### src/rtl/dacspi_pkg.sv
package dacspi_pkg;

    localparam int FRAME_W = 16;
    localparam int CODE_W  = 12;

    // Command word, most significant field first (wire order).
    typedef struct packed {
        logic              rsv_hi;
        logic              fast;
        logic              pdown;
        logic              rsv_lo;
        logic [CODE_W-1:0] code;
    } dac_frame_t;

    typedef enum logic {
        ST_IDLE  = 1'b0,
        ST_SHIFT = 1'b1
    } shift_state_e;

    function automatic dac_frame_t pack_frame(
        input logic [CODE_W-1:0] code,
        input logic              fast,
        input logic              pdown
    );
        dac_frame_t f;
        f.rsv_hi = 1'b0;
        f.fast   = fast;
        f.pdown  = pdown;
        f.rsv_lo = 1'b0;
        f.code   = code;
        return f;
    endfunction

endpackage

### src/rtl/dacspi_halftick.sv
module dacspi_halftick #(
    parameter int HALF = 4
) (
    input  logic clk,
    input  logic rst,
    input  logic run,
    output logic tick
);
    generate
        if (HALF == 1) begin : g_every
            assign tick = run;
        end else begin : g_count
            localparam int CNT_W = $clog2(HALF);
            logic [CNT_W-1:0] cnt;

            assign tick = run && (cnt == CNT_W'(HALF - 1));

            always_ff @(posedge clk) begin
                if (rst || !run || tick) begin
                    cnt <= '0;
                end else begin
                    cnt <= cnt + 1'b1;
                end
            end
        end
    endgenerate
endmodule

### src/rtl/dacspi_framer.sv
module dacspi_framer
    import dacspi_pkg::*;
(
    input  logic [CODE_W-1:0]  code,
    input  logic               fast,
    input  logic               pdown,
    output logic [FRAME_W-1:0] frame
);
    dac_frame_t f;

    always_comb begin
        f     = pack_frame(code, fast, pdown);
        frame = f;
    end
endmodule

### src/rtl/dacspi_shifter.sv
module dacspi_shifter
    import dacspi_pkg::*;
#(
    parameter int BITS = FRAME_W
) (
    input  logic            clk,
    input  logic            rst,
    input  logic            load,
    input  logic [BITS-1:0] frame_in,
    input  logic            tick,
    output logic            busy,
    output logic            sclk,
    output logic            cs_n,
    output logic            mosi
);
    localparam int LEFT_W = $clog2(BITS + 1);

    shift_state_e      st;
    logic [BITS-1:0]   sh;
    logic [LEFT_W-1:0] left;

    always_ff @(posedge clk) begin
        if (rst) begin
            st   <= ST_IDLE;
            sclk <= 1'b1;
            cs_n <= 1'b1;
            sh   <= '0;
            left <= '0;
        end else begin
            case (st)
                ST_IDLE: begin
                    if (load) begin
                        sh   <= frame_in;
                        cs_n <= 1'b0;
                        sclk <= 1'b1;
                        left <= LEFT_W'(BITS);
                        st   <= ST_SHIFT;
                    end
                end
                ST_SHIFT: begin
                    if (tick) begin
                        if (sclk) begin
                            // falling edge: receiver samples sh MSB
                            sclk <= 1'b0;
                            left <= left - 1'b1;
                        end else begin
                            sclk <= 1'b1;
                            if (left == '0) begin
                                cs_n <= 1'b1;
                                sh   <= '0;
                                st   <= ST_IDLE;
                            end else begin
                                sh <= {sh[BITS-2:0], 1'b0};
                            end
                        end
                    end
                end
                default: st <= ST_IDLE;
            endcase
        end
    end

    assign busy = (st == ST_SHIFT);
    assign mosi = sh[BITS-1];
endmodule

### src/rtl/dacspi_tx.sv
module dacspi_tx
    import dacspi_pkg::*;
#(
    parameter int CLK_DIV = 8
) (
    input  logic              clk,
    input  logic              rst,
    input  logic              upd_valid,
    output logic              upd_ready,
    input  logic [CODE_W-1:0] upd_code,
    input  logic              upd_fast,
    input  logic              upd_pdown,
    output logic              dac_sclk,
    output logic              dac_cs_n,
    output logic              dac_mosi
);
    localparam int HALF = CLK_DIV / 2;

    logic [FRAME_W-1:0] frame;
    logic               busy;
    logic               tick;
    logic               load;

    assign upd_ready = !busy;
    assign load      = upd_valid && !busy;

    dacspi_framer u_framer (
        .code  (upd_code),
        .fast  (upd_fast),
        .pdown (upd_pdown),
        .frame (frame)
    );

    dacspi_halftick #(.HALF(HALF)) u_tick (
        .clk  (clk),
        .rst  (rst),
        .run  (busy),
        .tick (tick)
    );

    dacspi_shifter #(.BITS(FRAME_W)) u_shift (
        .clk      (clk),
        .rst      (rst),
        .load     (load),
        .frame_in (frame),
        .tick     (tick),
        .busy     (busy),
        .sclk     (dac_sclk),
        .cs_n     (dac_cs_n),
        .mosi     (dac_mosi)
    );
endmodule

### config.mk
export PLATFORM = sky130hd
export DESIGN_NAME = dacspi_tx
export DESIGN_NICKNAME = d
export VERILOG_FILES = /design/src/rtl/dacspi_pkg.sv /design/src/rtl/dacspi_halftick.sv /design/src/rtl/dacspi_framer.sv /design/src/rtl/dacspi_shifter.sv /design/src/rtl/dacspi_tx.sv
export SDC_FILE = /design/constraint.sdc
export NUM_CORES = 1
export LEC_CHECK = 0
export BUFFER_PORTS_ARGS = -buffer_cell sky130_fd_sc_hd__buf_2
export CORE_MARGIN = 2
export CORE_UTILIZATION = 50
export CTS_BUF_LIST = sky130_fd_sc_hd__clkbuf_16
export CTS_CLUSTER_SIZE = 30
export DETAILED_ROUTE_END_ITERATION = 7
export PLACE_DENSITY_LB_ADDON = 0.08
export REMOVE_ABC_BUFFERS = 1
export SYNTH_ARGS = -nofsm -noshare
export SYNTH_HDL_FRONTEND = slang
export SYNTH_SLANG_ARGS = --single-unit
### constraint.sdc
create_clock -name clk -period 4.4 [get_ports clk]
set_clock_uncertainty 0.05 [all_clocks]
set_input_delay 0.88 -clock clk [delete_from_list [all_inputs] [get_ports clk]]
set_output_delay 0.88 -clock clk [all_outputs]
set_load 0.02 [all_outputs]
==> results.sh <==
export IMPL_outcome="finished, final reports clean"
export IMPL_grt_pass1_wl_mm=4.41
export IMPL_fin_crit_sh_pct=64.5
export IMPL_ys_ff_latch=26
export IMPL_fin_util_pct=56.8
export IMPL_clock_path_buffers=2
export IMPL_io_buffers=20
export IMPL_hold_viol=0
export IMPL_comb_power_share_pct=11.0
export IMPL_cts_tree="done"
export IMPL_antenna_found_initial=0
export IMPL_antenna_cells=0
export IMPL_yosysTopAreaCell="dfxtp_1"
export IMPL_drive_gt1_share_pct=20.0
export IMPL_die_w_um=54.0
export IMPL_path_class="reg -> out"
export IMPL_cp_arrival_ps=1910
export IMPL_htreeDepth=1
export IMPL_fillerInstances=235
export IMPL_leakagePower_nw=0.522
export IMPL_switching_power_w=0.000122
export IMPL_yosysWarnings=0
export IMPL_fin_nets=175
export IMPL_p_sw_share_pct=23.6
export IMPL_clk_pin_slew_ps=60
export IMPL_critPathMaxStageDelay_ps=890
export IMPL_wl_per_cell_um=13.6
export IMPL_die_area_um2=2920
export IMPL_path_max_fanout=27
export IMPL_ys_seq_area_share_pct=41.6
export IMPL_drc_errors=0
export IMPL_ys_top_cells_by_area="dfxtp_1, a311oi_1, nand3_1"
export IMPL_pre_cts_ws_ps=1840
export IMPL_ant_nets=0
export IMPL_cts_root_buf="clkbuf_16"
export IMPL_slowest_stage="dfxtp_1"
export IMPL_setup_violations_final=0
export IMPL_p_seq_share_pct=50.2
export IMPL_cellInternalPower_w=0.000395
export IMPL_num_io_pins=21
export IMPL_synth_area_um2=1250
export IMPL_yosysUniqueCellTypes=34
export IMPL_rsz0062_at_grt="false"
export IMPL_stdcell_count=185
export IMPL_ys_async_sr_fraction_pct=0
export IMPL_crit_required_ps=3470
export IMPL_drt_iter0_markers=25
export IMPL_timing_critical_path_buf_inv=2
export IMPL_synth_flop_cell="dfxtp_1"
export IMPL_postCtsSetupBuffers=0
export IMPL_cp_top_family="flip-flops"
export IMPL_synth_avg_cell_area_um2=8.69
export IMPL_synth_top_cell_area_share_pct=41.6
export IMPL_die_y_um=54.0
export IMPL_worst_pin_slew_ps=955
export IMPL_startpoint_type="flop"
export IMPL_grt_max_degree=28
export IMPL_mostFrequentLayoutCells="dfxtp_1, buf_2, nand3_1, nand2_1, nor3_1"
export IMPL_p_clk_share_pct=38.8
export IMPL_relSlewSlack_pct=36.2
export IMPL_syn2layout_area_growth_pct=10.4
export IMPL_gp_congestion=0.740
export IMPL_cts_hold_buf=0
export IMPL_vias_per_cell=5.90
export IMPL_syn_inst=144
export IMPL_numCtsBuffers=3
export IMPL_vdd_drop_max_mv=0.392
export IMPL_core_area_um2=2430
export IMPL_cp_cell_sequence="inv_1 -> buf_2"
export IMPL_maxSlewViolCount=0
export IMPL_clock_latency_ps=260
export IMPL_grt_remaining_overflow=0
export IMPL_synth_edf_count=0
export IMPL_start_util_pct=51.4
export IMPL_vias=1092
export IMPL_postRouteWirelength_mm=2.52
export IMPL_cp_end_kind="output port"
export IMPL_cts_sinks=26
export IMPL_finalWorstSetupSlack_ps=1560
export IMPL_fmax_ghz=0.353
export IMPL_dp_hpwl_mm=1.75
export IMPL_dp_cells=181
export IMPL_fin_crit_ps=2840
export IMPL_p_per_area_nw_per_um2=374
export IMPL_fp_row_count=18
export IMPL_firstDrtPassIters=4
export IMPL_layout_cells_most_common="dfxtp_1"
export IMPL_finalSetupTns_ps=0
export IMPL_cts_resized=0
export IMPL_drv_cap=0
export IMPL_grt_usage_pct=20.2
export IMPL_worstHoldPathType="reg -> reg"
export IMPL_grt_pass1_vias=995
==> layout make-up <==
type,instances,area (um2),share of cell area (%)
clock inverter,1,3.75,0.272
sequential,26,520,37.7
clock buffer,3,75.1,5.43
timing repair buffer,20,100,7.25
tap,30,37.5,2.72
inverter,4,15.0,1.09
multi-input combinational,101,629,45.6
==> synthesized netlist by cell type, drive strengths merged, types with 2 or more instances <==
| library cell | count |
|---|---|
| a311oi | 13 |
| nand4 | 3 |
| clkbuf | 6 |
| nor2 | 2 |
| inv | 4 |
| buf | 7 |
| and3b | 2 |
| nand2 | 16 |
| or3 | 2 |
| nand3 | 19 |
| nand2b | 4 |
| nor3 | 14 |
| dfxtp | 26 |
| o21ai | 4 |
| a21oi | 7 |
| ha | 2 |
==> per-layer routing <==
metal / share of wire [%] / GRT usage, %
met1: 48 / 25.5
met2: 48 / 35.6
met3: 3.8 / 5.00
met4: 0.24 / 2.08
met5: 0 / 0
==> power groups by stage <==
| stage | combinational, W | sequential (W) | clock [W] |
|---|---|---|---|
| 2_1_floorplan | 0.0000371 | 0.000263 | 0 |
| 3_3_place_gp | 0.0000556 | 0.000264 | 0 |
| 3_5_place_dp | 0.0000570 | 0.000265 | 0 |
| 4_1_cts | 0.0000574 | 0.000259 | 0.000204 |
| 5_1_grt | 0.0000644 | 0.000262 | 0.000212 |
| 6_report | 0.0000569 | 0.000260 | 0.000200 |
==> cell families after synthesis <==
logic type	after synthesis	synth area share (%)
buffers and inverters	17	8.10
adder cells (fa/ha/maj)	2	2.00
AO/OA/AOI/OAI	27	16.9
AND/OR/NAND/NOR	70	29.8
XOR/XNOR	1	0.700
flip-flops	26	41.6
multiplexers	1	0.900
==> per-stage QoR <==
| step | power [W] | hold slack, ps | cell area [um2] |
|---|---|---|---|
| finish | 0.000517 | 387 | 1380 |
| global route | 0.000538 | 408 | 1380 |
| CTS | 0.000521 | 385 | 1380 |
| detailed placement | 0.000322 | 376 | 1300 |
| global placement | 0.000320 | 371 | 1300 |
| floorplan | 0.000300 | 352 | 1160 |
==> sequential cells by signal, indices dropped and copies added (netlist names) <==
| signal | flops |
|---|---|
| u_shift.sh | 16 |
| u_tick.g_count.cnt | 2 |
| u_shift.left | 5 |
| u_shift.sclk | 1 |
| u_shift.cs_n | 1 |
| u_shift.busy | 1 |
==> final timing paths <==
| check | from | endpoint | slack, ps | cells past startpoint |
|---|---|---|---|---|
| setup / recovery | u_shift.busy$_SDFF_PP0_ | upd_ready | 1560 | 2 |
| hold / removal | u_tick.g_count.cnt[0]$_SDFF_PP0_ | u_tick.g_count.cnt[0]$_SDFF_PP0_ | 390 | 1 |
| setup reg to reg | u_shift.busy$_SDFF_PP0_ | u_shift.sh[1]$_SDFFE_PP0P_ | 2180 | 3 |
| hold reg to reg | u_tick.g_count.cnt[0]$_SDFF_PP0_ | u_tick.g_count.cnt[0]$_SDFF_PP0_ | 390 | 1 |
(Power assumes the default switching activity.)
